### src/rtl/wake_cause_pkg.sv
package wake_cause_pkg;
  localparam int DATA_W  = 8;
  localparam int CAUSE_W = 4;
  localparam int RSV_W   = DATA_W - CAUSE_W;

  typedef struct packed {
    logic por;
    logic stop;
    logic wdt;
    logic ext;
  } cause_t;

  typedef struct packed {
    logic   load;
    logic   clear;
    cause_t pattern;
  } strobe_t;

  localparam cause_t PAT_POR      = '{por: 1'b1, stop: 1'b0, wdt: 1'b0, ext: 1'b0};
  localparam cause_t PAT_EXT      = '{por: 1'b0, stop: 1'b0, wdt: 1'b0, ext: 1'b1};
  localparam cause_t PAT_WDT      = '{por: 1'b0, stop: 1'b0, wdt: 1'b1, ext: 1'b0};
  localparam cause_t PAT_WAKE     = '{por: 1'b0, stop: 1'b1, wdt: 1'b0, ext: 1'b0};
  localparam cause_t PAT_WDT_WAKE = '{por: 1'b0, stop: 1'b1, wdt: 1'b1, ext: 1'b0};
endpackage

### src/rtl/wake_cause_ctrl.sv
module wake_cause_ctrl
  import wake_cause_pkg::*;
(
  input  logic    clk,
  input  logic    pwrOnRst,
  input  logic    extRst,
  input  logic    wdtTimeout,
  input  logic    dbgRst,
  input  logic    wakeGpio,
  input  logic    wakeDbgPin,
  input  logic    inStop,
  input  logic    rdStb,
  output strobe_t strb
);
  logic anyEvent;

  assign anyEvent = dbgRst | extRst | wdtTimeout | wakeGpio | wakeDbgPin;

  // priority chain: debugger, external pin, watchdog, stop wake-up
  always_comb begin
    strb.load    = anyEvent;
    strb.clear   = rdStb;
    strb.pattern = '0;
    if (dbgRst)                   strb.pattern = PAT_POR;
    else if (extRst)              strb.pattern = PAT_EXT;
    else if (wdtTimeout)          strb.pattern = inStop ? PAT_WDT_WAKE : PAT_WDT;
    else if (wakeGpio | wakeDbgPin) strb.pattern = PAT_WAKE;
  end

  assert_dbg_first_R11: assert property (@(posedge clk) disable iff (pwrOnRst)
    dbgRst |-> (strb.load && strb.pattern == PAT_POR));

  assert_ext_over_wdt_R11: assert property (@(posedge clk) disable iff (pwrOnRst)
    (extRst && !dbgRst) |-> (strb.pattern == PAT_EXT));

  assert_wdt_in_stop_R7: assert property (@(posedge clk) disable iff (pwrOnRst)
    (wdtTimeout && inStop && !dbgRst && !extRst) |-> (strb.pattern.stop && strb.pattern.wdt));

  assert_wake_R6: assert property (@(posedge clk) disable iff (pwrOnRst)
    ((wakeGpio || wakeDbgPin) && !dbgRst && !extRst && !wdtTimeout)
      |-> (strb.pattern == PAT_WAKE));
endmodule

### src/rtl/wake_cause_dp.sv
module wake_cause_dp
  import wake_cause_pkg::*;
(
  input  logic              clk,
  input  logic              pwrOnRst,
  input  strobe_t           strb,
  output logic [DATA_W-1:0] rdData
);
  cause_t cause;

  // an event wins over the clear-on-read in the same cycle
  always_ff @(posedge clk or posedge pwrOnRst) begin
    if (pwrOnRst)        cause <= PAT_POR;
    else if (strb.load)  cause <= strb.pattern;
    else if (strb.clear) cause <= '0;
  end

  assign rdData = {cause, {RSV_W{1'b0}}};

  assert_load_R9: assert property (@(posedge clk) disable iff (pwrOnRst)
    strb.load |=> (cause == $past(strb.pattern)));

  assert_clear_R8: assert property (@(posedge clk) disable iff (pwrOnRst)
    (strb.clear && !strb.load) |=> (cause == '0));

  assert_hold_R12: assert property (@(posedge clk) disable iff (pwrOnRst)
    (!strb.load && !strb.clear) |=> $stable(cause));

  assert_excl_R11: assert property (@(posedge clk) disable iff (pwrOnRst)
    $onehot0({cause.por, cause.stop, cause.ext}) && !(cause.wdt && (cause.por || cause.ext)));
endmodule

### src/rtl/wake_cause_status.sv
module wake_cause_status
  import wake_cause_pkg::*;
(
  input  logic              clk,
  input  logic              pwrOnRst,
  input  logic              extRst,
  input  logic              wdtTimeout,
  input  logic              dbgRst,
  input  logic              wakeGpio,
  input  logic              wakeDbgPin,
  input  logic              inStop,
  input  logic              rdStb,
  output logic [DATA_W-1:0] rdData
);
  strobe_t strb;

  wake_cause_ctrl u_ctrl (
    .clk        (clk),
    .pwrOnRst   (pwrOnRst),
    .extRst     (extRst),
    .wdtTimeout (wdtTimeout),
    .dbgRst     (dbgRst),
    .wakeGpio   (wakeGpio),
    .wakeDbgPin (wakeDbgPin),
    .inStop     (inStop),
    .rdStb      (rdStb),
    .strb       (strb)
  );

  wake_cause_dp u_dp (
    .clk      (clk),
    .pwrOnRst (pwrOnRst),
    .strb     (strb),
    .rdData   (rdData)
  );

  assert_rsv_zero_R2: assert property (@(posedge clk) disable iff (pwrOnRst)
    rdData[RSV_W-1:0] == '0);
endmodule

### config.mk
export PLATFORM = sky130hd
export DESIGN_NAME = wake_cause_status
export DESIGN_NICKNAME = d
export VERILOG_FILES = /design/src/rtl/wake_cause_pkg.sv /design/src/rtl/wake_cause_ctrl.sv /design/src/rtl/wake_cause_dp.sv /design/src/rtl/wake_cause_status.sv
export SDC_FILE = /design/constraint.sdc
export NUM_CORES = 1
export LEC_CHECK = 0
export BUFFER_PORTS_ARGS = -buffer_cell sky130_fd_sc_hd__buf_2
export CAP_MARGIN = 10
export CORE_AREA = 2 2 39 41
export DETAILED_ROUTE_END_ITERATION = 16
export DIE_AREA = 0 0 41 43
export HOLD_SLACK_MARGIN = 0.15
export SLEW_MARGIN = 0
export SYNTH_ARGS = -nofsm -noshare
export SYNTH_HDL_FRONTEND = slang
export SYNTH_SLANG_ARGS = --single-unit
### constraint.sdc
create_clock -name clk -period 1.3 [get_ports clk]
set_clock_uncertainty 0.2 [all_clocks]
set_input_delay 0.065 -clock clk [delete_from_list [all_inputs] [get_ports clk]]
set_output_delay 0.065 -clock clk [all_outputs]
set_load 0.005 [all_outputs]
==> results of run 1 <==
==> final cells by class <==
type                       instances  area share
multi-input combinational         16      0.3003
sequential                         4      0.2673
clock buffer                       4     0.06931
timing repair buffer              17      0.2904
tap                               16     0.05281
inverter                           2     0.01980
==> routing by layer <==
layer | vias to the layer above | track usage
li1 | 108 | -
met1 | 100 | 0.07213
met2 | 5 | 0.09688
met3 | 0 | 0.01571
met4 | 0 | 0.06000
met5 | - | 0
==> cells by family (layout without fill, tap and decap cells) <==
| kind of cell | after synthesis | after routing | synth area share |
|---|---|---|---|
| compound gates | 4 | 4 | 0.1710 |
| other cells | 1 | 4 | 0.01553 |
| simple gates | 8 | 8 | 0.2384 |
| flops | 4 | 4 | 0.4197 |
| buf+inv | 6 | 23 | 0.1555 |
==> cells in the final DEF (no fill, tap or decap), drive strengths merged <==
cell type	count
nand2b	2
o21a	1
conb	4
o21bai	1
o211a	1
nor2	1
dfstp	1
nor4b	1
dlygate4sd3	5
o22ai	1
nor2b	1
buf	12
or3	1
inv	2
or2b	1
or4	1
clkbuf	4
dfrtp	3
==> Yosys cell counts <==
| master | n |
|---|---|
| buf_4 | 4 |
| dfrtp_1 | 3 |
| inv_1 | 2 |
| nand2b_1 | 2 |
| conb_1 | 1 |
| dfstp_2 | 1 |
| nor2_1 | 1 |
| nor2b_1 | 1 |
| nor4b_1 | 1 |
| o211a_1 | 1 |
| o21a_1 | 1 |
| o21bai_2 | 1 |
| o22ai_2 | 1 |
| or2b_1 | 1 |
| or3_2 | 1 |
| or4_4 | 1 |
==> stage by stage <==
stage / hold WS (ns) / worst slack (ns) / cell area, sq um
2_1_floorplan: -0.3696 / 0.2634 / 252.7
3_3_place_gp: -0.2535 / 0.1097 / 302.8
3_5_place_dp: -0.2493 / 0.09689 / 302.8
4_1_cts: -0.1084 / 0.07463 / 379.1
5_1_grt: -0.08935 / 0.04935 / 379.1
6_report: -0.1079 / 0.07109 / 379.1
==> power groups by stage <==
stage | sequential (mW) | combinational, mW | clock (mW)
2_1_floorplan | 0.138 | 0.0296 | 0
3_3_place_gp | 0.137 | 0.0462 | 0
3_5_place_dp | 0.137 | 0.0472 | 0
4_1_cts | 0.136 | 0.0589 | 0.174
5_1_grt | 0.136 | 0.0651 | 0.178
6_report | 0.136 | 0.0576 | 0.166
==> path summary, 6_finish.rpt <==
path | from | endpoint | slack [ns]
setup reg to reg | u_dp.rdData[6]$_DFFE_PP0P_ | u_dp.rdData[6]$_DFFE_PP0P_ | 0.27
min in group asynchronous | pwrOnRst | u_dp.rdData[5]$_DFFE_PP0P_ | 0.60
setup / recovery | pwrOnRst | u_dp.rdData[7]$_DFFE_PP1P_ | 0.07
hold / removal | wdtTimeout | u_dp.rdData[5]$_DFFE_PP0P_ | -0.11
hold reg to reg | u_dp.rdData[7]$_DFFE_PP1P_ | u_dp.rdData[7]$_DFFE_PP1P_ | 0.29
max in group clk | inStop | u_dp.rdData[6]$_DFFE_PP0P_ | 0.16
==> critical path: stages <==
cell	delay [ns]
dlygate4sd3_1	0.53
buf_2	0.11
dlygate4sd3_1	0.54
inv_1	0.13
==> run summary, run 1 <==
The TritonCTS clock tree is yes. The number of flip-flops under the largest register name came out at 4. The cell area power density came out at 947.0 mW/mm^2. The switching part of the total is 0.2148. The worst hold path stage count is 2. The share of the clock period used by the worst path came out at 0.9453. The routed wire length on met2 is 266 um. The number of sinks driven by the clock tree came out at 4. The number of gates resized after CTS was 0.

The initial standard-cell utilization of the core came out at 0.1745. The sequential share of power came out at 0.378. The via density per instance came out at 3.610.

The first global-routing pass estimated 752 um of wire. In this run the static leakage power is 0.1957 nW. The routed length on met3 is 21 um. The maximum clock rate came out at 813.7 MHz. Counting the buffers created by CTS gives 3. The number of warnings printed during yosys synthesis came out at 0.

At the end of the flow the core is filled with cells to 0.2740. The number of distinct library cells after synthesis came out at 16. The placed cell count is 50. The largest total area in the synthesized netlist belongs to dfrtp_1. In this run the number of H-tree levels came out at 1. The layout has 164 filler cells. The footprint of the multi-input gates is 113.9 sq um.

The run finished, with violations left. Signal routing reaches up to met3. The row count is 14. The maximum fanout along the worst path came out at 4. Data on the critical path arrives at its endpoint at 1.38 ns. Setup repair after global routing left no endpoint under its margin. The cell sitting at the root of the clock tree is a clkbuf_4. Counting along the longest clock path gives a buffer depth of 2. The clock insertion delay at the later pin of the skew report came out at 0.23 ns. The number of endpoints with negative hold slack in the final report came to 3.

The largest vdd supply drop came out at 0.0003174 V. The average detailed-routed wire length per instance is 7.695 um. In this run the worst hold path is classified as primary input to flip-flop. The number of hold buffers added after cts is 5. Entering global routing, the biggest net connects 5 pins.

The length in cells of the worst reg-to-reg path is 2. The required time of the worst setup path came out at 1.45 ns. The clock-pin slew of the registers on the worst-case setup and hold paths is 0.04 ns.

The synthesized cell area is 241.5 sq um. During I/O placement, the number of pins put on the boundary was 17. The final count of pins violating max slew is 0.

For this run, the detailed router's first-pass iteration total came to 1. The count of endpoints failing setup in the final report is 0. The HPWL after detailed placement is 389.1 um. For this run, the register share of the synthesized area comes to 0.4197. The total of buffers placed on input and output ports is 12. The fraction of layout instances using a drive strength above 1 is 0.4651. The total negative setup slack is 0 ns. The post-synthesis register bit count is 4.

The tool flagged a number of max-cap violations equal to 0. The x dimension of the die came out at 41 um. The switching power is 77.14 uW. The worst setup path is of the primary input to async pin kind. The mean instance size in the synthesized netlist came out at 10.50 sq um. After layout, the design draws a total of 359.0 uW. The filler-free cell count of the finished design is 59. The area of the core came out at 0.001384 sq mm. The fraction of power consumed by the clock network came out at 0.462. The area enclosed by the die boundary came out at 0.001763 sq mm.

On the final layout, the worst hold slack is -0.1079 ns. The signed area change from the synthesized netlist to the final layout is 56.99%. The area taken by flip-flops and latches came out at 101.3 sq um. The cell-internal power came out at 281.9 uW. The total congestion overflow after global routing came out at 0.

The starting DRC count in detailed routing is 0. The count of buffers added by post-CTS timing repair for setup came out at 0. The via count of the first global-routing pass was 210. After detailed routing, the total wire length is 454 um. The share of the synthesized area in the top cell type is 0.3109. The antenna cell count came out at 0. For this run, the total global-route usage over all layers was measured as 0.06566.

The worst path needs 1.229 ns of the cycle, external delays included. The category of the worst setup path launch point is a primary input. The instance count of the mapped netlist came out at 23. The DRC violations left came out at 0.

The remaining antenna violation count after routing came out at 0. The proportion of power drawn by combinational gates came out at 0.160. The via total after detailed routing is 213. After detailed routing, the wire length on met1 is 165 um. Routability-driven placement finished with a final weighted congestion of 0.6076. The die is 43 um tall. The net count of the finished layout is 53. The final reports fail on hold timing. By area the synthesized netlist is led by dfrtp_1 (31%), buf_4 (12%), dfstp_2 (11%). STA classifies the critical path endpoint as an async pin. The number of antenna violations at the first check in global routing is 0.
Note: power is estimated with default switching activity, not from simulation.
==> inputs of run 2 (changes only) <==
==> constraint.sdc (replaced) <==
create_clock -name clk -period 1.14 [get_ports clk]
set_clock_uncertainty 0.2 [all_clocks]
set_input_delay 0.057 -clock clk [delete_from_list [all_inputs] [get_ports clk]]
set_output_delay 0.057 -clock clk [all_outputs]
set_load 0.005 [all_outputs]
==> run summary, run 2 (synthesized netlist as in run 1, its figures left out) <==
The run finished, with violations left. The checks that failed: hold timing. The total wire length is 452 um. The total placed instance area is 310.3 sq um. After routing the design area is 377.9 sq um.

The footprint of the multi-input gates is 120.1 sq um. The final count of pins violating max slew was 0. The count of buffers added by post-CTS timing repair for setup came out at 0. The HPWL reported at the end of detailed placement came out at 394.1 um. The area enclosed by the die boundary is 0.001763 sq mm. The clock tree root buffer cell is clkbuf_4.

The signed area change from the synthesized netlist to the final layout is 56.48%. In this run the number of H-tree levels came out at 1. The via total after detailed routing came out at 210. The starting DRC count in detailed routing is 1.

Clock tree synthesis inserted a total of 3 buffers. The row count is 14. The area taken by flip-flops and latches came out at 101.3 sq um.

In the layout the commonest cells are buf_2 (11), conb_1 (4), dlygate4sd3_1 (4). After floorplanning, the core was sized to cover 0.001384 sq mm. The worst register-to-register path has a depth of 2.

The buffer levels on the longest clock path came out at 2. In this design, the largest share of critical-path delay is due to flip-flops. The critical path start-end classification is flip-flop to output port. The die height is 43 um. The total power came out at 408.6 uW.

The number of fill cells in the layout came out at 164. The critical path buffer and inverter count is 1. The largest vdd supply drop came out at 0.0003645 V.

The x dimension of the die came out at 41 um. Setup repair after global routing left no endpoint under its margin. The post-route minimum period came out at 1.102 ns. For this run, the slowest stage of the critical path takes 0.52 ns.

The global-route wire length before repair came out at 738 um. The number of antenna violations at the first check in global routing was 0. Dividing the final minimum period by the clock period gives 0.9668.

TritonCTS built the clock tree. The cell area power density came out at 1081 mW/mm^2. The total congestion overflow after global routing is 0. Entering global routing, the biggest net connects 5 pins. The maximum clock rate came out at 907.3 MHz. The initial standard-cell utilization of the core came out at 0.1745. During I/O placement, the number of pins put on the boundary was 17. The endpoint arrival time on the critical path is 0.85 ns.

The number of hold buffers added after cts is 4. The nature of the critical path endpoint is an output port. The path length in cells of the critical path came out at 1. The number of endpoints with negative hold slack in the final report is 4. The maximum fanout along the worst path is 2. The worst hold slack after final layout came out at -0.06340 ns. The fraction of layout instances using a drive strength above 1 is 0.5000.

The via count of the first global-routing pass is 206. OpenSTA, run right after detailed placement, puts the worst setup slack at -0.04471 ns. Before antenna repair, the detailed router went through 2 iterations.

The count of endpoints failing setup in the final report is 0. The worst setup path is launched from a flip-flop. STA puts the critical path data required time at 0.88 ns.

The net count of the finished layout is 52. The detail route stage leaves a number of antenna-violating nets equal to 0. The most frequent standard cell in the layout excluding fill and tap cells is buf_2. CTS saw 4 sinks. The worst hold path stage count came out at 3. The via density per instance came out at 3.621. The type of the most critical hold path is primary input to flip-flop. The static leakage came out at 0.1930 nW. The number of flip-flops under the largest register name came out at 4. The critical path goes through buf_2. The antenna cell count came out at 0. The DRC violations left came out at 0. Setup slack on the critical path of the routed design comes to 0.03784 ns. The number of maximum-capacitance violations came out at 0. For the worst-skew pair, the clock arrives at the later sink with an insertion delay of 0.23 ns. In the final routed layout, each cell accounts on average for 7.793 um.

Among all stages on the critical path, the largest delay is contributed by dfstp_2. The final RePlAce weighted congestion came out at 0.6299. The clock-pin slew of the registers on the worst-case setup and hold paths is 0.03 ns. Buffers placed on the I/O ports in this run total 12. The total routing resource utilization after global routing came out at 0.06566.
## run 2: cell count changes in the layout (fill, tap and decap cells not counted), sizes merged
cell         delta
dlygate4sd3     -1
## run 2: routing by layer
layer	global-route usage	share of wire	wire length (um)	up-vias
li1	-	-	-	107
met1	0.06557	0.34	152	98
met2	0.1031	0.61	277	5
met3	0.01571	0.046	21	0
met4	0.06000	0	0	0
met5	0	0	0	-
## run 2: area by class of cell
type,instances,share of cell area
repair buffers,16,0.2715
inverters,2,0.01987
clock buffers,4,0.06954
well taps,16,0.05298
flip-flops and latches,4,0.2682
multi-input cells,16,0.3179
## run 2: repair_timing
item / in CTS / in global routing
resized for setup: 0 / 1
endpoints found under the hold margin: 8 / 7
setup endpoints to repair: 0 / 2
## run 2: path summary, 6_finish.rpt
kind	to	slack, ns	start
setup reg to reg	u_dp.rdData[6]$_DFFE_PP0P_	0.12	u_dp.rdData[6]$_DFFE_PP0P_
min in group asynchronous	u_dp.rdData[6]$_DFFE_PP0P_	0.04	pwrOnRst
hold / removal	u_dp.rdData[7]$_DFFE_PP1P_	-0.06	rdStb
max in group asynchronous	u_dp.rdData[7]$_DFFE_PP1P_	0.47	pwrOnRst
setup / recovery	rdData[7]	0.04	u_dp.rdData[7]$_DFFE_PP1P_
hold reg to reg	u_dp.rdData[7]$_DFFE_PP1P_	0.29	u_dp.rdData[7]$_DFFE_PP1P_
## run 2: through the flow
stage	util	std cells	setup TNS (ns)	hold WS, ns
3_3_place_gp	0.2242	51	-0.04666	-0.2607
2_1_floorplan	-	26	0	-0.3776
5_1_grt	0.2731	58	0	-0.05393
3_5_place_dp	0.2242	51	-0.05548	-0.2584
4_1_cts	0.2722	59	0	-0.08731
6_report	0.2731	58	0	-0.06340
## run 2: power breakdown
| group | switching, mW | leakage, nW | internal, mW |
|---|---|---|---|
| logic | 0.0276 | 0.128 | 0.0379 |
| registers | 0.00308 | 0.0501 | 0.151 |
| clock network | 0.0574 | 0.0150 | 0.131 |
## run 2: tightest hold or removal path: stages
cell and delay, ns:
buf_2 0.11, or4_4 0.13, o21bai_2 0.07
==> inputs of run 3 (changes only) <==
--- a/config.mk
+++ b/config.mk
@@ -5,6 +5,7 @@
 export SDC_FILE = /design/constraint.sdc
 export NUM_CORES = 1
 export LEC_CHECK = 0
+export ABC_AREA = 1
 export BUFFER_PORTS_ARGS = -buffer_cell sky130_fd_sc_hd__buf_2
 export CAP_MARGIN = 10
 export CORE_AREA = 2 2 39 41
==> run summary, run 3 <==
The DRC violations left came out at 0. The synthesized cell area is 246.5 sq um. Data on the critical path is required at its endpoint by 0.88 ns. The run finished, with violations left. The number of sinks driven by the clock tree is 4. The worst register-to-register path has a depth of 2. The average detailed-routed wire length per instance came out at 8.015 um. The number of fill cells in the layout came out at 153. The HPWL reported at the end of detailed placement is 390.9 um. The initialized floorplan defines 14 standard-cell rows. The final count of pins violating max slew is 0.

Setup repair after global routing left no endpoint under its margin. The number of flip-flops under the largest register name came out at 4. The mean instance size in the synthesized netlist came out at 7.703 sq um. The final RePlAce weighted congestion is 0.7249. The category of the worst setup path launch point is a flip-flop. The total congestion overflow after global routing came out at 0. The share of the clock period used by the worst path is 0.9722. The critical path goes through buf_6. In this run, synthesis inferred 0 flip-flops with an integrated enable. Clock-pin slew was measured on the worst setup and hold paths at 0.03 ns.

The number of endpoints with negative hold slack in the final report came out at 4. Timing would allow up to 902.3 MHz. Counting along the longest clock path gives a buffer depth of 2. The endpoint arrival time on the critical path is 0.85 ns. In the synthesized netlist the dominant register cell turns out to be dfrtp_1. Yosys attributes the largest share of cell area to dfrtp_1 (30%), nand3_1 (12%), buf_4 (12%).

Counting distinct cell types in the post-synthesis netlist gives 9. In the layout the commonest cells are buf_2 (10), nand2_1 (8), inv_1 (6). The number of primary I/O pins is 17.

Port buffering added 12 buffers. In this run the horizontal extent of the chip is 41 um. The number of warnings printed during yosys synthesis is 0.

The part of the Yosys area used for sequential elements is 0.4112. The number of hold buffers added after CTS was 6. Buffers inserted during clock tree synthesis total 3. The total wire length is 537 um. The count of endpoints failing setup in the final report is 0. The routed layout has 244 vias. The maximum number of pins on one net before global-route repair came out at 5. The critical path buffer and inverter count came out at 1. The post-route minimum period is 1.108 ns. The worst setup path is captured at an output port.

The fraction of layout instances using a drive strength above 1 is 0.3725. The via count of the first global-routing pass was 244. The cell family contributing the most delay on the critical path is flip-flops. The largest vdd supply drop came out at 0.0005255 V. Summing internal, switching and leakage power gives 426.1 uW.

The synthesized design spends more area on one cell type than any other, namely dfrtp_1. The clock insertion delay at the later pin of the skew report is 0.24 ns. The total routing resource utilization after global routing came out at 0.08770. The floorplan step defined a die boundary enclosing 0.001763 sq mm. In the routed layout, each cell is associated on average with a via count of 3.642. In this run the clock root is driven by a clkbuf_4. The final standard cell utilization of the core came out at 0.2875. The global-route wire length before repair came out at 945 um. The share of synthesized area in the top cell type comes to 0.3046.

In the final timing run, aggregate negative setup slack is 0 ns. The worst hold path stage count came out at 3. The number of antenna violations at the first check in global routing is 0. The maximum fanout along the worst path came out at 2. The commonest cells after synthesis are nand2_1 (8), inv_1 (6), nand3_1 (6).

The area of the core came out at 0.001384 sq mm. For this run, asynchronously set or reset flops after synthesis account for 1.000. The die is 43 um tall. The count of buffers added by post-CTS timing repair for setup came out at 0. The worst hold slack after final layout came out at -0.09858 ns. The signed area change from the synthesized netlist to the final layout came out at 61.42%. The number of H-tree branching levels is 1. The final reports fail on hold timing.

The number of antenna diodes in the final layout is 0. The first-pass iteration count of the detailed router is 3. In this run the remaining antenna-violating nets after routing total 0. The footprint of the multi-input gates is 113.9 sq um. The first routing iteration left 11 violations. The library cell used most frequently in the layout, excluding fill and tap cells, is buf_2. The cell count after synthesis came out at 32.

The maximum cell stage delay along the critical path came out at 0.52 ns. The tool flagged a number of max-cap violations equal to 0. The path length in cells of the critical path is 1. For this configuration, the core starts out at a cell density of 0.1781. The most common cell in the synthesized netlist is nand2_1. TritonCTS built the clock tree.

The synthesized design contains 4 register bits. The static leakage is 0.2312 nW. The critical path is of the flip-flop to output port type.

The area taken by flip-flops and latches came out at 101.3 sq um. The slowest stage of the critical path is the dfstp_2 cell. The type of the most critical hold path is primary input to flip-flop. The cell area power density came out at 1071 mW/mm^2. The final-stage net count came out at 61.
-- run 3: cell types whose count changed after synthesis, moves of 2 or more --
cell      delta
nand2b_1     -2
nor2_2       +2
nand2_1      +8
nand3_1      +6
inv_1        +4
-- run 3: metal layers --
layer,track usage,vias up,part of all wire
met3,0.09424,2,0.15
met4,0.04000,0,0.011
met2,0.1125,12,0.44
met5,0,-,0
met1,0.08795,103,0.40
li1,-,127,-
-- run 3: layout make-up --
| cell class | instances | share of cell area |
|---|---|---|
| inverters | 6 | 0.05660 |
| multi-input cells | 21 | 0.2862 |
| repair buffers | 16 | 0.2862 |
| flip-flops and latches | 4 | 0.2547 |
| well taps | 16 | 0.05031 |
| clock buffers | 4 | 0.06604 |
-- run 3: worst paths after layout --
| check | endpoint | startpoint | slack (ns) |
|---|---|---|---|
| min in group asynchronous | u_dp.rdData[5]$_DFFE_PP0P_ | pwrOnRst | 0.03 |
| setup reg to reg | u_dp.rdData[7]$_DFFE_PP1P_ | u_dp.rdData[7]$_DFFE_PP1P_ | 0.22 |
| max in group asynchronous | u_dp.rdData[7]$_DFFE_PP1P_ | pwrOnRst | 0.47 |
| hold / removal | u_dp.rdData[4]$_DFFE_PP0P_ | extRst | -0.1 |
| setup / recovery | rdData[7] | u_dp.rdData[7]$_DFFE_PP1P_ | 0.03 |
| hold reg to reg | u_dp.rdData[7]$_DFFE_PP1P_ | u_dp.rdData[7]$_DFFE_PP1P_ | 0.28 |
-- run 3: cell families (layout without fill, tap and decap cells) --
group / Yosys count / in the layout / share of synthesized area
AND/OR/NAND/NOR: 17 / 17 / 0.3604
buffers and inverters: 10 / 26 / 0.2132
flip-flops: 4 / 4 / 0.4112
other: 1 / 4 / 0.01521
-- run 3: repair_timing --
action	in CTS	in global routing
endpoints found under the setup margin	0	5
endpoints found under the hold margin	8	7
gates resized for setup	0	4
-- run 3: worst register-to-register path, delay by kind of cell, from the launching register on --
| family | cells | cell delay [ns] |
|---|---|---|
| flip-flops | 1 | 0.52 |
| AND/OR/NAND/NOR | 2 | 0.14 |
-- run 3: power breakdown --
part           switching, mW  total [mW]  internal [mW]  leakage, nW
sequential           0.00410       0.156          0.151       0.0502
clock                 0.0680       0.200          0.132       0.0150
combinational         0.0346      0.0705         0.0359        0.166
-- run 3: through the flow --
stage	cells	worst slack, ns	instance area, sq um
6_report	67	0.03172	397.9
5_1_grt	67	0.000003608	397.9
4_1_cts	69	0.01333	394.1
3_5_place_dp	59	0.2258	307.8
3_3_place_gp	59	0.2393	307.8
2_1_floorplan	35	0.2401	257.7
